--- config.mk ---
export PLATFORM = sky130hd
export DESIGN_NAME = baud_gen
export DESIGN_NICKNAME = d
export VERILOG_FILES = /design/src/rtl/baud_gen_pkg.sv /design/src/rtl/baud_prescale.sv /design/src/rtl/baud_reload_timer.sv /design/src/rtl/baud_halver.sv /design/src/rtl/baud_gen.sv
export SDC_FILE = /design/constraint.sdc
export NUM_CORES = 1
export LEC_CHECK = 0
export ABC_CLOCK_PERIOD_IN_PS = 3000
export BUFFER_PORTS_ARGS = -buffer_cell sky130_fd_sc_hd__buf_2
export CELL_PAD_IN_SITES_DETAIL_PLACEMENT = 0
export CELL_PAD_IN_SITES_GLOBAL_PLACEMENT = 2
export CORE_MARGIN = 1.5
export CORE_UTILIZATION = 38
export DETAILED_ROUTE_END_ITERATION = 7
export HOLD_SLACK_MARGIN = 0.08
export PLACE_DENSITY = 0.8
export SLEW_MARGIN = 20
export SYNTH_ARGS = -nofsm -noshare
export SYNTH_HDL_FRONTEND = slang
export SYNTH_SLANG_ARGS = --single-unit
--- constraint.sdc ---
create_clock -name clk_i -period 3 [get_ports clk_i]
set_clock_uncertainty 0.15 [all_clocks]
set_input_delay 0.6 -clock clk_i [delete_from_list [all_inputs] [get_ports clk_i]]
set_output_delay 0.6 -clock clk_i [all_outputs]
set_load 0.03 [all_outputs]
--- src/rtl/baud_gen_pkg.sv ---
package baud_gen_pkg;
  typedef enum logic [1:0] {
    MODE_SHIFT  = 2'd0,
    MODE_VAR8   = 2'd1,
    MODE_FIXED9 = 2'd2,
    MODE_VAR9   = 2'd3
  } ser_mode_e;

  localparam int unsigned DEF_PRESCALE = 12;
endpackage

--- src/rtl/baud_prescale.sv ---
module baud_prescale #(
  parameter int unsigned DIV = 12
) (
  input  logic clk_i,
  input  logic rst_ni,
  output logic pulse_o
);
  generate
    if (DIV > 1) begin : g_div
      localparam int unsigned W = $clog2(DIV);
      logic [W-1:0] cnt_q;
      always_ff @(posedge clk_i or negedge rst_ni) begin
        if (!rst_ni)                    cnt_q <= '0;
        else if (cnt_q == W'(DIV - 1))  cnt_q <= '0;
        else                            cnt_q <= cnt_q + 1'b1;
      end
      assign pulse_o = (cnt_q == W'(DIV - 1));
    end else begin : g_pass
      assign pulse_o = rst_ni;
    end
  endgenerate
endmodule

--- src/rtl/baud_reload_timer.sv ---
module baud_reload_timer #(
  parameter int unsigned W = 8
) (
  input  logic         clk_i,
  input  logic         rst_ni,
  input  logic         run_i,
  input  logic         en_i,
  input  logic [W-1:0] reload_i,
  output logic         ovf_o
);
  logic [W-1:0] cnt_q;
  logic         at_top;

  assign at_top = (cnt_q == {W{1'b1}});

  // idle timer is parked at the reload value so a fresh period starts on selection
  always_ff @(posedge clk_i or negedge rst_ni) begin
    if (!rst_ni)      cnt_q <= '0;
    else if (!run_i)  cnt_q <= reload_i;
    else if (en_i)    cnt_q <= at_top ? reload_i : cnt_q + 1'b1;
  end

  assign ovf_o = run_i & en_i & at_top;
endmodule

--- src/rtl/baud_halver.sv ---
module baud_halver (
  input  logic clk_i,
  input  logic rst_ni,
  input  logic pulse_i,
  input  logic bypass_i,
  output logic pulse_o
);
  logic ph_q;

  always_ff @(posedge clk_i or negedge rst_ni) begin
    if (!rst_ni)       ph_q <= 1'b0;
    else if (pulse_i)  ph_q <= ~ph_q;
  end

  assign pulse_o = pulse_i & (bypass_i | ph_q);
endmodule

--- src/rtl/baud_gen.sv ---
module baud_gen
  import baud_gen_pkg::*;
#(
  parameter int unsigned PRESCALE = DEF_PRESCALE,
  parameter int unsigned T8_W     = 8,
  parameter int unsigned T16_W    = 16
) (
  input  logic             clk_i,
  input  logic             rst_ni,
  input  logic [1:0]       mode_i,
  input  logic             dbl_i,
  input  logic [T8_W-1:0]  reload8_i,
  input  logic [T16_W-1:0] reload16_i,
  input  logic             alt_timer_i,
  output logic             shift_tick_o,
  output logic             tick16_o
);
  ser_mode_e mode;
  logic      var_mode;
  logic      pre_pulse;
  logic      ovf8, ovf16;
  logic      t8_tick, t16_tick;
  logic      fix_half, fix_tick;

  assign mode     = ser_mode_e'(mode_i);
  assign var_mode = (mode == MODE_VAR8) || (mode == MODE_VAR9);

  baud_prescale #(.DIV(PRESCALE)) u_pre (
    .clk_i, .rst_ni, .pulse_o(pre_pulse)
  );

  baud_reload_timer #(.W(T8_W)) u_t8 (
    .clk_i, .rst_ni,
    .run_i   (var_mode & ~alt_timer_i),
    .en_i    (pre_pulse),
    .reload_i(reload8_i),
    .ovf_o   (ovf8)
  );

  baud_reload_timer #(.W(T16_W)) u_t16 (
    .clk_i, .rst_ni,
    .run_i   (var_mode & alt_timer_i),
    .en_i    (1'b1),
    .reload_i(reload16_i),
    .ovf_o   (ovf16)
  );

  // 8-bit overflow halved unless doubled
  baud_halver u_h8 (
    .clk_i, .rst_ni, .pulse_i(ovf8), .bypass_i(dbl_i), .pulse_o(t8_tick)
  );

  // 16-bit overflow always halved
  baud_halver u_h16 (
    .clk_i, .rst_ni, .pulse_i(ovf16), .bypass_i(1'b0), .pulse_o(t16_tick)
  );

  // fixed path: clk/2, then clk/4 unless doubled
  baud_halver u_hf0 (
    .clk_i, .rst_ni, .pulse_i(rst_ni), .bypass_i(1'b0), .pulse_o(fix_half)
  );
  baud_halver u_hf1 (
    .clk_i, .rst_ni, .pulse_i(fix_half), .bypass_i(dbl_i), .pulse_o(fix_tick)
  );

  always_comb begin
    shift_tick_o = 1'b0;
    tick16_o     = 1'b0;
    unique case (mode)
      MODE_SHIFT:            shift_tick_o = pre_pulse;
      MODE_FIXED9:           tick16_o     = fix_tick;
      MODE_VAR8, MODE_VAR9:  tick16_o     = alt_timer_i ? t16_tick : t8_tick;
      default: ;
    endcase
  end
endmodule

Yosys cells after proc, flatten, opt, wreduce, memory -nomap -nowiden
Cells that the tools add are included.
Cells by class
  equal/unequal tests: 7
  multipliers: 0
  reductions and logical operators: 3
  shift-type cells: 0
  bitwise gates (word level): 16
  magnitude comparators: 0
  add/sub/neg operators: 3
  div/mod/pow operators: 0
  mux-type cells: 9
Operators with widths (count)
  $mux 16: 2
  $mux 8: 3
  $add 16x1->16 const B: 1
  $eq 16x16->1 const B: 1
  $and 1x1->1: 9
  $add 8x1->8 const B: 1
  $eq 8x8->1 const B: 1
  $not 1->1: 5
  $add 4x1->4 const B: 1
  $eq 2x2->1 const B: 2
  $eq 4x4->1 const B: 1
  $mux 4: 1
  $eq 2x1->1 const B: 1
  $logic_not 2->1: 1
  $mux 1: 2
  $ne 2x2->1 const B: 1
  $or 1x1->1: 2
  $pmux 1 s2: 1
  $reduce_or 2->1: 1
  $logic_or 1x1->1: 1
Storage, ports and cells
  output and inout port bits: 2
  input bits: 30
  memory bits (read-only): 0
  bits in writable memories: 0
  bits in latches: 0
  bits in registers: 32
  logic and storage cells: 45
  memories kept: 0

Logic depth before layout (Yosys ltp)
  word-level depth: 8
  depth in mapped cells: 6
  gate-level depth less buffers: 5

Modules after synthesis
From an unflattened synthesis, not the netlist that was laid out.
Unflattened totals
  cell total of the unflattened synthesis: 217
  area, all modules: 2072.0 um^2
By module, submodules not included
  baud_reload_timer (u_t16): area each 1173.6 um^2, times used 1, cells each 126, sequential area each 400.4 um^2
  baud_reload_timer (u_t8): area each 504.2 um^2, times used 1, cells each 57, sequential area each 200.2 um^2
  baud_prescale: area each 173.9 um^2, times used 1, cells each 14, sequential area each 100.1 um^2
  baud_halver: area each 41.3 um^2, times used 4, cells each 3, sequential area each 25.0 um^2
  baud_gen: area each 55.1 um^2, times used 1, cells each 8, sequential area each 0.0 um^2

Worst setup path before layout
Ideal clock, no wire load.
  path kind: reg2out
  start: register u_t16.cnt_q[0]
  end: output port tick16_o
  buffers on the path: 0
  setup slack: 0.305 ns
  arrival: 1.945 ns
  stages on the path, launching flop included: 6
  data required time: 2.250 ns
  cell sequence: dfrtp_1 ha_1 nand4_4 nor4_4 nand3_1 o21ai_0
Between the ends
  word-level cells in the longest chain between the ends: 5
Ends and longest elaborated chain
  start: declaration: line baud_reload_timer.sv:11  | logic [W-1:0] cnt_q;
  start signal: assignment: line baud_reload_timer.sv:19  | else if (!run_i) cnt_q <= reload_i;
  start signal: assignment: line baud_reload_timer.sv:20  | else if (en_i) cnt_q <= at_top ? reload_i : cnt_q + 1'b1;
  $eq 16x16->1: line baud_reload_timer.sv:14  | assign at_top = (cnt_q == {W{1'b1}});
  $and 1x1->1: line baud_reload_timer.sv:23  | assign ovf_o = run_i & en_i & at_top;
  $and 1x1->1: line baud_halver.sv:15  | assign pulse_o = pulse_i & (bypass_i | ph_q);
  $mux 1: line baud_gen.sv:72  | MODE_VAR8, MODE_VAR9: tick16_o = alt_timer_i ? t16_tick : t8_tick;
  $pmux 1 s2: line baud_gen.sv:69  | unique case (mode)
  end: declaration: line baud_gen.sv:16  | output logic tick16_o
No other way between the ends.

Worst setup path in the final report
Same ends and word-level chain as after synthesis.

==> reports/results.txt <==
status = finished clean
crit path max fanout = 6
core area = 4690 um2
Final Hold Fails = 0
Initial Utilization = 0.393
leading area contributor after synthesis = dfrtp_1
gpl congestion = 0.800
sequential-to-total area share from yosys stat = 0.434
Max-cap violations = 0
commonest non-fill, non-tap cells in the layout = 32 x dfrtp_1, 31 x buf_2, 12 x nand2_1
pwr dens = 479 nW/um2
Root Buffer = clkbuf_8
I/O pin total = 32
CTS resizes = 0
cells after synthesis = 177
clock sink total = 32
postcts setup bufs = 0
drt pass-1 iters = 4
Die ar. = 5280 um2
WHS = 0.203 ns
WP data arrival = 2.03 ns
Post-route DRC = 0
synthesized area per cell = 10.4 um2
setup tns final = 0 ns
fin crit period = 2.78 ns
most common cell after layout, fill and taps aside = dfrtp_1
Rel. slew slack = 0.428
number of flops mapped to enable cells by yosys = 0
largest net degree at the start of global routing = 34
Final Setup Violations = 0
I/O Buffers = 31
antenna violations before repair = 0
distinct cell type count after synthesis = 43
Max Clk Rate = 360 MHz
CTS Buffer Depth = 2
die width = 72.7 um
FFs w/ async S/R, synth = 1.00
Max Slew Vio Count = 0
Via Count = 1462
CP startpoint = u_t16.cnt_q[0]
fin nets = 247
syn nets = 210
clk slew on worst S/H paths = 0.07 ns
hold buffers post-CTS = 0
CP endpoint kind = primary output
maximum vdd drop = 0.188 mV
mapped cell area = 1850 um2
reg-to-reg startpoint = u_t16.cnt_q[0]
worst skew pair latency = 0.28 ns
Vias/cell = 5.43
average wire per standard cell = 14.5 um
first-pass GRT wire length = 6590 um
Area contributors post-synth = dfrtp_1 43%, mux2_4 8.1%, xor2_1 5.2%, xnor2_1 3.8%, nand3_1 2.7%
min-delay worst type = in2async
post-route ant nets = 0
Period Utilization, post-route = 0.925
ant diodes = 0
RSZ-0062 raised after global routing = no
ys flop type = dfrtp_1
actual slew at the worst max-slew pin = 0.857 ns
synth warn = 0
TritonCTS clock tree = done
Critical Path Start Type = flop
FP Rows = 25
Max H-tree Level = 2
number of global-route vias before repair = 1441
critical path class = reg2out
WP data required = 2.25 ns
layout cells sized above 1 = 0.274
final WL = 3910 um
chip height = 72.7 um
total CTS buffers = 5
1st-iter DRT viols = 77
Yosys reg bits = 32
leakage power = 0.964 nW
global-route usage over all layers = 0.163
HPWL after DPL = 2930 um
share of the synthesized area in the top cell type = 0.434
grt ovf = 0
P&R area growth vs syn = 16.9%
metal layers:
metal  share of wire  GRT usage  vias to the layer above
li1                -          -                      723
met1            0.47      0.206                      700
met2            0.47      0.271                       34
met3           0.043     0.0359                        5
met4           0.013     0.0629                        0
met5               0          0                        -
registers in the layout, indices dropped and copies added (netlist names):
signal	cells
u_h16.ph_q	1
u_h8.ph_q	1
u_hf0.ph_q	1
u_hf1.ph_q	1
u_pre.g_div.cnt_q	4
u_t16.cnt_q	16
u_t8.cnt_q	8
synthesized netlist by cell type (all sizes together) (2+ instances only):
master / n
buf: 2
o22ai: 6
nor2: 11
dfrtp: 32
a21oi: 4
xor2: 11
nand3b: 2
a2bb2oi: 2
inv: 7
clkbuf: 2
nor4: 4
nor3: 9
mux2: 14
nand4: 9
xnor2: 8
ha: 3
o21ai: 7
nand3: 10
o31a: 2
nand2: 12
nand2b: 3
power by group:
group / internal [W] / switching, W / leakage (nW) / total, W
sequential: 0.000476 / 0.0000498 / 0.383 / 0.000525
clock: 0.000187 / 0.000156 / 0.0455 / 0.000343
combinational: 0.0000879 / 0.0000767 / 0.535 / 0.000165
total: 0.000751 / 0.000282 / 0.964 / 0.00103
logic make-up (layout without fill, tap and decap cells):
family | count (synthesis) | after routing | synth area share
buffers and inverters | 11 | 49 | 0.0264
adders and majority gates | 3 | 3 | 0.0203
and+or+nand+nor | 66 | 66 | 0.202
xor gates and xnor gates | 19 | 19 | 0.0902
AOI/OAI and AO/OA | 31 | 31 | 0.116
muxes | 15 | 15 | 0.111
DFF | 32 | 32 | 0.434
area by class of cell:
type | instances | area (um2)
sequential | 32 | 801
timing repair buffer | 34 | 178
tap | 54 | 67.6
multi-input combinational | 134 | 996
inverter | 7 | 26.3
fill | 461 | 2530
clock buffer | 8 | 90.1
critical path, stage by stage, from the launching register on:
cell and delay (ns):
dfrtp_1 0.39, ha_1 0.26, nand4_4 0.16, nor4_4 0.39, nand3_1 0.16, o21ai_0 0.17, buf_2 0.22
through the flow:
stage | util | setup WS, ns | power [W] | instance area (um2) | std cells
2_1_floorplan | - | 0.305 | 0.000637 | 1850 | 177
3_3_place_gp | 0.441 | 0.460 | 0.000694 | 2070 | 261
3_5_place_dp | 0.441 | 0.439 | 0.000700 | 2070 | 261
4_1_cts | 0.460 | 0.179 | 0.00105 | 2160 | 269
5_1_grt | 0.460 | 0.0160 | 0.00109 | 2160 | 269
6_report | 0.460 | 0.224 | 0.00103 | 2160 | 269
path summary, 6_finish.rpt:
| check | end | slack (ns) | cells past startpoint |
|---|---|---|---|
| max in group asynchronous | u_t16.cnt_q[5] | 2.19 | 2 |
| min in group clk_i | u_pre.g_div.cnt_q[0] | 0.32 | 1 |
| worst min register to register | u_pre.g_div.cnt_q[0] | 0.32 | 1 |
| worst min-delay path | u_t8.cnt_q[0] | 0.20 | 2 |
| worst max register to register | u_t16.cnt_q[2] | 0.78 | 5 |
| worst max-delay path | tick16_o | 0.22 | 6 |
Note: power is estimated with default switching activity, not from simulation.
